### src/rtl/sram_cyc_pkg.sv
package sram_cyc_pkg;

    typedef enum logic [2:0] {
        ST_IDLE  = 3'd0,
        ST_TURN  = 3'd1,
        ST_READ  = 3'd2,
        ST_WRITE = 3'd3,
        ST_WEND  = 3'd4
    } cyc_state_e;

    typedef struct packed {
        logic sel_n;
        logic sel;
        logic oe_n;
        logic we_n;
        logic drive;
    } pin_ctl_t;

    localparam pin_ctl_t PINS_STANDBY = '{sel_n: 1'b1, sel: 1'b0, oe_n: 1'b1, we_n: 1'b1, drive: 1'b0};

    function automatic pin_ctl_t pins_for(cyc_state_e s);
        pin_ctl_t p;
        p = PINS_STANDBY;
        case (s)
            ST_READ: begin
                p.sel_n = 1'b0;
                p.sel   = 1'b1;
                p.oe_n  = 1'b0;
            end
            ST_WRITE: begin
                p.sel_n = 1'b0;
                p.sel   = 1'b1;
                p.we_n  = 1'b0;
                p.drive = 1'b1;
            end
            ST_WEND: begin
                p.sel_n = 1'b0;
                p.sel   = 1'b1;
                p.drive = 1'b1;
            end
            default: p = PINS_STANDBY;
        endcase
        return p;
    endfunction

    function automatic int unsigned max3(int unsigned a, int unsigned b, int unsigned c);
        int unsigned m;
        m = (a > b) ? a : b;
        return (m > c) ? m : c;
    endfunction

    // width holding values 0 .. v-1
    function automatic int unsigned cnt_width(int unsigned v);
        return (v <= 2) ? 1 : $clog2(v);
    endfunction

endpackage

### src/rtl/sram_cyc_timer.sv
module sram_cyc_timer #(
    parameter int CW = 2
) (
    input  logic          clk,
    input  logic          rst,
    input  logic          load,
    input  logic [CW-1:0] load_val,
    output logic          zero
);
    logic [CW-1:0] cnt_q;

    always_ff @(posedge clk) begin
        if (rst) begin
            cnt_q <= '0;
        end else if (load) begin
            cnt_q <= load_val;
        end else if (cnt_q != '0) begin
            cnt_q <= cnt_q - 1'b1;
        end
    end

    assign zero = (cnt_q == '0);
endmodule

### src/rtl/sram_cyc_fsm.sv
module sram_cyc_fsm
    import sram_cyc_pkg::*;
#(
    parameter int RD_CYC   = 2,
    parameter int WE_CYC   = 2,
    parameter int TURN_CYC = 1,
    parameter int CW       = 1
) (
    input  logic          clk,
    input  logic          rst,
    input  logic          req,
    input  logic          req_write,
    input  logic          tmr_zero,
    output logic          tmr_load,
    output logic [CW-1:0] tmr_val,
    output cyc_state_e    state_nxt,
    output logic          accept,
    output logic          rd_done,
    output logic          ack
);
    localparam bit            HAS_TURN = (TURN_CYC > 0);
    localparam logic [CW-1:0] RD_LD    = CW'(RD_CYC - 1);
    localparam logic [CW-1:0] WE_LD    = CW'(WE_CYC - 1);
    localparam logic [CW-1:0] TURN_LD  = CW'(HAS_TURN ? TURN_CYC - 1 : 0);

    cyc_state_e state_q;
    logic       ack_q;
    logic       last_rd_q;
    logic       wr_done;

    always_comb begin
        state_nxt = state_q;
        tmr_load  = 1'b0;
        tmr_val   = '0;
        accept    = 1'b0;
        rd_done   = 1'b0;
        wr_done   = 1'b0;
        case (state_q)
            ST_IDLE: begin
                if (req && !ack_q) begin
                    accept   = 1'b1;
                    tmr_load = 1'b1;
                    if (!req_write) begin
                        state_nxt = ST_READ;
                        tmr_val   = RD_LD;
                    end else if (HAS_TURN && last_rd_q) begin
                        state_nxt = ST_TURN;
                        tmr_val   = TURN_LD;
                    end else begin
                        state_nxt = ST_WRITE;
                        tmr_val   = WE_LD;
                    end
                end
            end
            ST_TURN: begin
                if (tmr_zero) begin
                    state_nxt = ST_WRITE;
                    tmr_load  = 1'b1;
                    tmr_val   = WE_LD;
                end
            end
            ST_READ: begin
                if (tmr_zero) begin
                    state_nxt = ST_IDLE;
                    rd_done   = 1'b1;
                end
            end
            ST_WRITE: begin
                if (tmr_zero) state_nxt = ST_WEND;
            end
            ST_WEND: begin
                state_nxt = ST_IDLE;
                wr_done   = 1'b1;
            end
            default: state_nxt = ST_IDLE;
        endcase
    end

    always_ff @(posedge clk) begin
        if (rst) begin
            state_q   <= ST_IDLE;
            ack_q     <= 1'b0;
            last_rd_q <= 1'b0;
        end else begin
            state_q <= state_nxt;
            ack_q   <= rd_done | wr_done;
            if (rd_done)      last_rd_q <= 1'b1;
            else if (wr_done) last_rd_q <= 1'b0;
        end
    end

    assign ack = ack_q;
endmodule

### src/rtl/sram_cyc_datapath.sv
module sram_cyc_datapath
    import sram_cyc_pkg::*;
#(
    parameter int AW = 17,
    parameter int DW = 8
) (
    input  logic          clk,
    input  logic          rst,
    input  logic          accept,
    input  logic [AW-1:0] req_addr,
    input  logic [DW-1:0] req_wdata,
    input  cyc_state_e    state_nxt,
    input  logic          rd_done,
    input  logic [DW-1:0] dq_in,
    output logic [AW-1:0] addr,
    output logic [DW-1:0] dq_out,
    output pin_ctl_t      pins,
    output logic [DW-1:0] rdata
);
    logic [AW-1:0] addr_q;
    logic [DW-1:0] wdata_q;
    logic [DW-1:0] rdata_q;
    pin_ctl_t      pins_q;

    always_ff @(posedge clk) begin
        if (rst) begin
            addr_q  <= '0;
            wdata_q <= '0;
            rdata_q <= '0;
            pins_q  <= PINS_STANDBY;
        end else begin
            if (accept) begin
                addr_q  <= req_addr;
                wdata_q <= req_wdata;
            end
            if (rd_done) rdata_q <= dq_in;
            pins_q <= pins_for(state_nxt);
        end
    end

    assign addr   = addr_q;
    assign dq_out = wdata_q;
    assign pins   = pins_q;
    assign rdata  = rdata_q;
endmodule

### src/rtl/sram_cycle_ctl.sv
module sram_cycle_ctl
    import sram_cyc_pkg::*;
#(
    parameter int AW       = 17,
    parameter int DW       = 8,
    parameter int RD_CYC   = 2,
    parameter int WE_CYC   = 2,
    parameter int TURN_CYC = 1
) (
    input  logic          clk,
    input  logic          rst,
    input  logic          req,
    input  logic          req_write,
    input  logic [AW-1:0] req_addr,
    input  logic [DW-1:0] req_wdata,
    output logic          ack,
    output logic [DW-1:0] rdata,
    output logic [AW-1:0] mem_addr,
    output logic          mem_sel_n,
    output logic          mem_sel,
    output logic          mem_oe_n,
    output logic          mem_we_n,
    output logic [DW-1:0] mem_dq_o,
    output logic          mem_dq_oe,
    input  logic [DW-1:0] mem_dq_i
);
    localparam int unsigned MAXC = max3(RD_CYC, WE_CYC, TURN_CYC);
    localparam int          CW   = cnt_width(MAXC);

    logic          tmr_load;
    logic [CW-1:0] tmr_val;
    logic          tmr_zero;
    cyc_state_e    state_nxt;
    logic          accept;
    logic          rd_done;
    pin_ctl_t      pins;

    initial begin
        if (RD_CYC < 1 || WE_CYC < 1 || TURN_CYC < 0)
            $error("sram_cycle_ctl: RD_CYC and WE_CYC must be at least 1");
    end

    sram_cyc_timer #(.CW(CW)) u_tmr (
        .clk      (clk),
        .rst      (rst),
        .load     (tmr_load),
        .load_val (tmr_val),
        .zero     (tmr_zero)
    );

    sram_cyc_fsm #(
        .RD_CYC   (RD_CYC),
        .WE_CYC   (WE_CYC),
        .TURN_CYC (TURN_CYC),
        .CW       (CW)
    ) u_fsm (
        .clk       (clk),
        .rst       (rst),
        .req       (req),
        .req_write (req_write),
        .tmr_zero  (tmr_zero),
        .tmr_load  (tmr_load),
        .tmr_val   (tmr_val),
        .state_nxt (state_nxt),
        .accept    (accept),
        .rd_done   (rd_done),
        .ack       (ack)
    );

    sram_cyc_datapath #(.AW(AW), .DW(DW)) u_dp (
        .clk       (clk),
        .rst       (rst),
        .accept    (accept),
        .req_addr  (req_addr),
        .req_wdata (req_wdata),
        .state_nxt (state_nxt),
        .rd_done   (rd_done),
        .dq_in     (mem_dq_i),
        .addr      (mem_addr),
        .dq_out    (mem_dq_o),
        .pins      (pins),
        .rdata     (rdata)
    );

    assign mem_sel_n = pins.sel_n;
    assign mem_sel   = pins.sel;
    assign mem_oe_n  = pins.oe_n;
    assign mem_we_n  = pins.we_n;
    assign mem_dq_oe = pins.drive;
endmodule

### config.mk
export PLATFORM = sky130hd
export DESIGN_NAME = sram_cycle_ctl
export DESIGN_NICKNAME = d
export VERILOG_FILES = /design/src/rtl/sram_cyc_pkg.sv /design/src/rtl/sram_cyc_timer.sv /design/src/rtl/sram_cyc_fsm.sv /design/src/rtl/sram_cyc_datapath.sv /design/src/rtl/sram_cycle_ctl.sv
export SDC_FILE = /design/constraint.sdc
export NUM_CORES = 1
export LEC_CHECK = 0
export ABC_CLOCK_PERIOD_IN_PS = 1950
export BUFFER_PORTS_ARGS = -buffer_cell sky130_fd_sc_hd__buf_2
export CAP_MARGIN = 25
export CORE_MARGIN = 2
export CORE_UTILIZATION = 45
export DETAILED_ROUTE_END_ITERATION = 8
export PLACE_DENSITY = 0.85
export REMOVE_ABC_BUFFERS = 1
export SLEW_MARGIN = 20
export SYNTH_ARGS = -nofsm -noshare
export SYNTH_HDL_FRONTEND = slang
export SYNTH_SLANG_ARGS = --single-unit
export TNS_END_PERCENT = 100
### constraint.sdc
create_clock -name clk -period 1.95 [get_ports clk]
set_input_delay 0.2925 -clock clk [delete_from_list [all_inputs] [get_ports clk]]
set_output_delay 0.2925 -clock clk [all_outputs]
set_load 0.02 [all_outputs]
# == Yosys cells after proc, flatten, opt, wreduce, memory -nomap -nowiden ==
# Cells that the tools add are included.
# W data, S select, Z words.
# word_totals
ramBits,0
latch_bits,0
mem_count,0
reg_bits,44
word_cells,52
rom_bits,0
# op_classes
muxes,25
n_eq_ne,7
shift,0
n_reduce_logical,6
bitwise_logic,1
n_lt_le_gt_ge,0
multipliers,0
div,0
n_addsub,1
# ops
cell,n
$mux W1,15
$mux W3,5
$eq A3 B2 Y1 const B,4
$pmux W3 S4,1
$eq A3 B3 Y1 const B,2
$mux W2,2
$pmux W1 S2,2
$eq A3 B1 Y1 const B,1
$logic_not A3 Y1,1
$reduce_or A3 Y1,1
$reduce_bool A2 Y1,1
$reduce_or A2 Y1,1
$logic_and A1 B1 Y1,1
$logic_not A1 Y1,1
$or A1 B1 Y1,1
$sub A1 B1 Y1 const B,1

# == Logic depth before layout (Yosys ltp) ==
# Gate-level depths: netlist of the first run.
# logic_depth
word_depth,7
mapped_depth,7
mapped_depth_nobuf,5

# == Hierarchy ==
# A second synthesis of the first run with hierarchy kept.
# unflattened
hier_cells,153
hier_area_um2,1625.3
# by_module_without_submodules
module,instances,area_per_inst_um2,seq_area_each_um2,cells_each
sram_cyc_datapath,1,1326.3,760.7,120
sram_cyc_fsm,1,266.5,100.1,30
sram_cyc_timer,1,32.5,20.0,3

# == Worst setup path before layout of the first run ==
# OpenSTA, ideal clock, no wires.
# synth_path
path_type,reg-to-reg
start,reg u_fsm.state_q[1]
end,"reg u_dp.pins_q, in the netlist u_dp.pins[2]"
path_stages_with_launch,7
setup_slack_ns,0.601
arrival_time_ns,1.220
required_time_ns,1.822
setup_time_ns,0.128
cell_sequence,dfxtp_1 -> buf_6 -> nor4_4 -> nand3_1 -> a311o_1 -> inv_2 -> nand2_1
# synth_via
elab_chain_len,4
# synth_rtl
element,line,text
start: declaration,sram_cyc_fsm.sv:26,cyc_state_e state_q;
start signal: assignment,sram_cyc_fsm.sv:85,state_q <= state_nxt;
$eq A3 B2 Y1 (tied with other cells),sram_cyc_fsm.sv:38,case (state_q)
$pmux W3 S4 (*),sram_cyc_fsm.sv:38,
$eq A3 B2 Y1 (*),sram_cyc_pkg.sv:24,case (s)
$mux W1 (*),sram_cyc_pkg.sv:24,
end signal: assignment,sram_cyc_datapath.sv:37,pins_q <= pins_for(state_nxt);
end: declaration,sram_cyc_datapath.sv:23,pin_ctl_t pins_q;
# Mark *: on every way between the ends. The rest lies on a longest branch, timed or not.
# A chain may end at the register's enable or synchronous reset.

# == Worst setup path in the final report of the first run ==
# layout_path
start,reg u_fsm.state_q[1]
end,"reg u_dp.wdata_q[7], in the netlist u_dp.dq_out[7]"
# layout_via
elab_chain_len,2
# layout_rtl
element,line,text
$logic_not A3 Y1,sram_cyc_fsm.sv:38,
$mux W1,sram_cyc_fsm.sv:38,
end signal: assignment,sram_cyc_datapath.sv:34,wdata_q <= req_wdata;
end: declaration,sram_cyc_datapath.sv:21,logic [DW-1:0] wdata_q;
# Every way passes these cells.

==> results of run 1 <==
[worst min path at each step]
| stage | startpoint | end |
|---|---|---|
| 6_report | mem_dq_i[0] | u_dp.rdata[0] |
| 5_1_grt | req_addr[12] | u_dp.addr[12] |
| 4_1_cts | mem_dq_i[0] | u_dp.rdata[0] |
| 3_5_place_dp | u_dp.addr[4] | u_dp.addr[4] |
| 3_3_place_gp | u_dp.addr[14] | u_dp.addr[14] |
| 2_1_floorplan | rst | u_dp.addr[0] |
[area by class of cell]
class | instances | area share, %
clock buffer | 6 | 2.06
clock inverter | 1 | 0.250
inverter | 2 | 0.375
multi-input combinational | 128 | 30.2
sequential | 44 | 44.0
tap | 46 | 2.88
timing repair buffer | 79 | 20.3
[report_power, final]
part | switching [mW] | leakage [nW] | internal, mW
sequential | 0.0567 | 0.360 | 0.991
combinational | 0.289 | 0.543 | 0.173
clock | 0.262 | 0.0281 | 0.133
total | 0.608 | 0.932 | 1.30
[sequential cells by signal, summed over array words and instances, names as in the netlist]
signal / flops
u_dp.addr: 17
u_dp.dq_out: 8
u_dp.rdata: 8
u_dp.pins: 5
u_fsm.state_q: 3
u_fsm.ack: 1
u_fsm.last_rd_q: 1
u_tmr.cnt_q: 1
[Yosys cell counts]
library cell,instances
clkbuf_1,6
dfxtp_1,44
nand2_1,71
o21ai_0,2
nor4_4,1
nand2b_1,3
buf_2,1
nand3b_1,2
a21oi_1,35
o21bai_1,1
buf_4,1
a311o_1,1
and2_1,1
nor4b_2,1
nor3_1,1
and4b_1,1
inv_2,1
nor2_1,5
buf_6,3
mux2_2,1
inv_1,1
a32oi_1,1
nand3_1,1
[layer usage]
layer  global-route usage, %  vias up  part of all wire [%]
met5                       0        -                     0
met4                    5.00        0                  0.30
met3                    7.39        2                   7.7
met2                    32.4       53                    48
met1                    20.3      647                    44
li1                        -      750                     -
[critical path, delay by kind of cell (launching register included)]
kind / cells / cell delay (ns)
buffers and inverters: 1 / 0.27
flip-flops: 1 / 0.42
AO/OA/AOI/OAI: 1 / 0.14
AND/OR/NAND/NOR: 3 / 0.62
[cell families (layout without fill, tap and decap cells)]
| group | count (synthesis) | in the layout | share of synthesized area (%) |
|---|---|---|---|
| AND/OR/NAND/NOR | 87 | 87 | 24.4 |
| flip-flops | 44 | 44 | 56.4 |
| AO/OA/AOI/OAI | 40 | 40 | 13.5 |
| buffers and inverters | 13 | 88 | 4.89 |
| multiplexers | 1 | 1 | 0.721 |
==> flow_summary.yaml, run 1 <==
power:
  power.total_mw: 1.90
  power.density_nw_per_um2: 952
  cellLeakagePower_nw: 0.932
  ir_drop_mv: 0.464
worst_setup_path:
  timing.rr.start: "u_fsm.state_q[1]"
  cp.arrival_ns: 1.79
  critPathCapture: "u_dp.dq_out[7]"
  cp-startpoint: "u_fsm.state_q[1]"
  crit_chain: "nor4_4, and2_1, buf_4, nand2_1, a21oi_1"
  reg2reg_to: "u_dp.dq_out[7]"
  worst_r2r_path_depth: 5
  cpMaxStageDelayCell: "dfxtp_1"
  max_stage_delay_ns: 0.42
  cp_max_fo: 25
  crit_required_ns: 2.23
  start_kind: "flip-flop"
  critical_path_class: "reg2reg"
  r2r_slack_ns: 0.43
  worstSetupEndpointType: "flip-flop"
hold_path:
  hold_path_class: "in2reg"
  hold_depth: 3
detailed_routing:
  vias: 1452
  drtIter0Drc: 116
  antenna_left: 0
  drt_wl_total_um: 3380
  avgViaCountPerCell: 4.75
  firstDrtPassIters: 4
  wl_per_cell_um: 11.1
  drc: 0
finish:
  area_growth_pct: 28.2
  fin_util_pct: 60.0
  nets: 297
  final_common_cell: "buf_2"
  drive_gt1_share_pct: 34.2
  layout_common_cells: "buf_2 (75), nand2_1 (71), dfxtp_1 (44), a21oi_1 (35)"
  stdcell_count: 306
  final_area_um2: 2000
  nFillCells: 316
  multiInputGateArea_um2: 604
  diodes: 0
  regArea_um2: 881
floorplanning:
  die_h_um: 62.9
  row_count: 21
  ioPinCount: 76
  core-area_um2: 3340
  start_util_pct: 46.8
  die_w_um: 62.9
  die_area_um2: 3960
sta:
  fin_crit_ns: 1.52
  hold_viol_final: 0
  setup_tns_ns: 0
  max_freq_mhz: 659
  whs_ns: 0.170
  fin_ws_ns: 0.433
  skew_ns: 0.00910
  tightest_slew_ns: 0.387
  slew_viol_final: 0
  max_slew_margin_pct: 74.1
  setup_violations: 0
  period_share_pct: 77.8
  rsz0062_at_grt: "no"
clock_network:
  clock_latency_ns: 0.34
  postCtsHoldBufs: 0
  clock-sinks: 44
  cts_setup_buffers: 0
  htreeDepth: 2
  cts_root_buffer: "clkbuf_4"
  cts_buffer_depth: 2
  clkTransAtPathRegs_ns: 0.12
  cts.repair.resized: 0
  tritoncts: "built"
  numCtsBuffers: 5
synth:
  yosysTopAreaCell: "dfxtp_1"
  ys_ff_latch: 44
  synth.area.top_cells: "dfxtp_1 (56%), nand2_1 (17%), a21oi_1 (11%)"
  yosysSeqAreaShare_pct: 56.4
  yosysWarnings: 0
  synthCells: 185
  yosys.cell_types.count: 23
  syn_avg_cell_area_um2: 8.44
  yosysTopAreaCellShare_pct: 56.4
  syn_area_um2: 1560
placement:
  gp_congestion: 0.701
  io_buffers: 75
  hpwl_um: 2380
  dp_cells: 299
  placed_cell_area_um2: 1960
  dpl_worst_slack_ns: 0.458
run:
  maxCapViolCount: 0
global_route:
  grt_pass1_vias: 1386
  grt_use_total_pct: 18.4
  overflow: 0
  antenna_found_initial: 0
  grt_pass1_wl_um: 5790
  grt_max_degree: 26
run_status:
  status: "finished clean"
Power figures use the tool's default switching activity.
==> run 2, diff against run 1 <==
--- a/config.mk
+++ b/config.mk
@@ -5,7 +5,7 @@
 export SDC_FILE = /design/constraint.sdc
 export NUM_CORES = 1
 export LEC_CHECK = 0
-export ABC_CLOCK_PERIOD_IN_PS = 1950
+export ABC_CLOCK_PERIOD_IN_PS = 1400
 export BUFFER_PORTS_ARGS = -buffer_cell sky130_fd_sc_hd__buf_2
 export CAP_MARGIN = 25
 export CORE_MARGIN = 2
==> constraint.sdc (replaced) <==
create_clock -name clk -period 1.4 [get_ports clk]
set_input_delay 0.21 -clock clk [delete_from_list [all_inputs] [get_ports clk]]
set_output_delay 0.21 -clock clk [all_outputs]
set_load 0.02 [all_outputs]
==> flow_summary.yaml, run 2 (synthesis results as in run 1) <==
detailed_routing:
  avgViaCountPerCell: 4.80
  antenna_left: 0
  wl_per_cell_um: 11.4
  drt_wl_total_um: 3560
  drtIter0Drc: 153
  vias: 1499
  drc: 0
  firstDrtPassIters: 4
worst_setup_path:
  cp_max_fo: 4
  max_stage_delay_ns: 0.35
  worstSetupEndpointType: "flip-flop"
  start_kind: "flip-flop"
  cpMaxStageDelayCell: "dfxtp_2"
  crit_family: "simple AND/OR/NAND/NOR gates"
  crit_required_ns: 1.65
  worst-path-buf-inv: 1
  cp.arrival_ns: 1.62
  crit_chain: "nor4_4, nand3_1, a311o_1, inv_2, nand2b_1"
  critical_path_class: "reg2reg"
clock_network:
  htreeDepth: 2
  clkTransAtPathRegs_ns: 0.11
  tritoncts: "built"
  numCtsBuffers: 5
  cts_buffer_depth: 2
  cts_root_buffer: "clkbuf_4"
  clock_latency_ns: 0.35
  clock-sinks: 44
  postCtsHoldBufs: 0
placement:
  gp_congestion: 0.674
  io_buffers: 75
  hpwl_um: 2550
finish:
  final_common_cell: "buf_2"
  drive_gt1_share_pct: 36.8
  area_growth_pct: 33.9
  nets: 303
  diodes: 0
  layout_common_cells: "buf_2 (75), nand2_1 (71), dfxtp_1 (43), a21oi_1 (35), buf_4 (8)"
  largest_register_ffs: 17
sta:
  max_slew_margin_pct: 79.2
  setup_violations: 0
  period_share_pct: 97.8
  hold_viol_final: 0
  tightest_slew_ns: 0.313
  skew_ns: 0.00449
  slew_viol_final: 0
  rsz0062_at_grt: "yes"
  fin_crit_ns: 1.37
  max_freq_mhz: 730
  whs_ns: 0.0781
floorplanning:
  die_w_um: 62.9
  start_util_pct: 46.8
  core-area_um2: 3340
  ioPinCount: 76
  die_h_um: 62.9
  die_area_um2: 3960
  row_count: 21
power:
  sw_frac_of_total_pct: 30.6
  cellLeakagePower_nw: 0.978
  pwr-share-clk_pct: 23.1
  sequentialPowerShare_pct: 51.3
  internal_power_mw: 1.96
  p_switching_mw: 0.865
  power.total_mw: 2.82
  ir_drop_mv: 0.808
  power.density_nw_per_um2: 1350
  power_frac_comb_pct: 25.6
global_route:
  overflow: 0
  grt_pass1_vias: 1512
  grt_max_degree: 32
  antenna_found_initial: 0
  grt_pass1_wl_um: 6240
  grt_use_total_pct: 19.9
hold_path:
  hold_path_class: "in2reg"
run:
  maxCapViolCount: 0
run_status:
  status: "finished clean"
run 2: cell types whose count changed in the layout (fill, tap and decap cells not counted), sizes merged:
cell	before	now
clkinv	1	0
buf	79	85
clkbuf	6	7
run 2: power by group through the flow:
stage          clock network, mW  registers [mW]  logic, mW
6_report                   0.652            1.45      0.723
5_1_grt                    0.741            1.46      0.802
4_1_cts                    0.680            1.45      0.703
3_5_place_dp                   0            1.47      0.692
3_3_place_gp                   0            1.47      0.677
2_1_floorplan                  0            1.62      0.251
run 2: per-layer routing:
layer	track usage [%]	share of wire, %
met1	20.7	40
met2	36.3	51
met4	9.44	1.5
met5	0	0
met3	5.59	7.4
run 2: final timing paths:
path | from | to | slack (ns) | depth (start not counted)
setup / recovery | u_fsm.ack | u_dp.pins[1] | 0.03 | 5
hold reg to reg | u_dp.addr[4] | u_dp.addr[4] | 0.46 | 2
setup reg to reg | u_fsm.ack | u_dp.pins[1] | 0.03 | 5
hold / removal | req_addr[8] | u_dp.addr[8] | 0.08 | 3
run 2: area by class of cell:
class / count / area, um^2
Fill cell: 298 / 1250
Sequential cell: 44 / 882
Multi-Input combinational cell: 128 / 612
Timing Repair Buffer: 85 / 467
Clock buffer: 7 / 65.1
Tap cell: 46 / 57.6
Inverter: 2 / 7.51
run 2: timing repair:
item / in CTS / in global routing
endpoints found under the hold margin: 0 / 0
pin swaps: 0 / 2
gates resized for setup: 0 / 3
endpoints found under the setup margin: 2 / 33
setup buffers: 1 / 2
run 2: worst register-to-register path, delay by kind of cell, from the launching register on:
| family | cells | cell delay, ns |
|---|---|---|
| simple gates | 3 | 0.50 |
| compound gates | 1 | 0.33 |
| buf+inv | 1 | 0.09 |
| flops | 1 | 0.35 |
run 2: per-stage QoR:
step	TNS, ns	setup slack [ns]	utilization (%)	instances	cell area, um^2
3_3_place_gp	0	0.0813	59.7	302	1990
2_1_floorplan	-3.06	-0.274	-	174	1490
4_1_cts	0	0.0123	61.8	310	2060
3_5_place_dp	0	0.0152	59.7	302	1990
5_1_grt	-0.856	-0.0693	62.7	312	2090
6_report	0	0.0306	62.7	312	2090
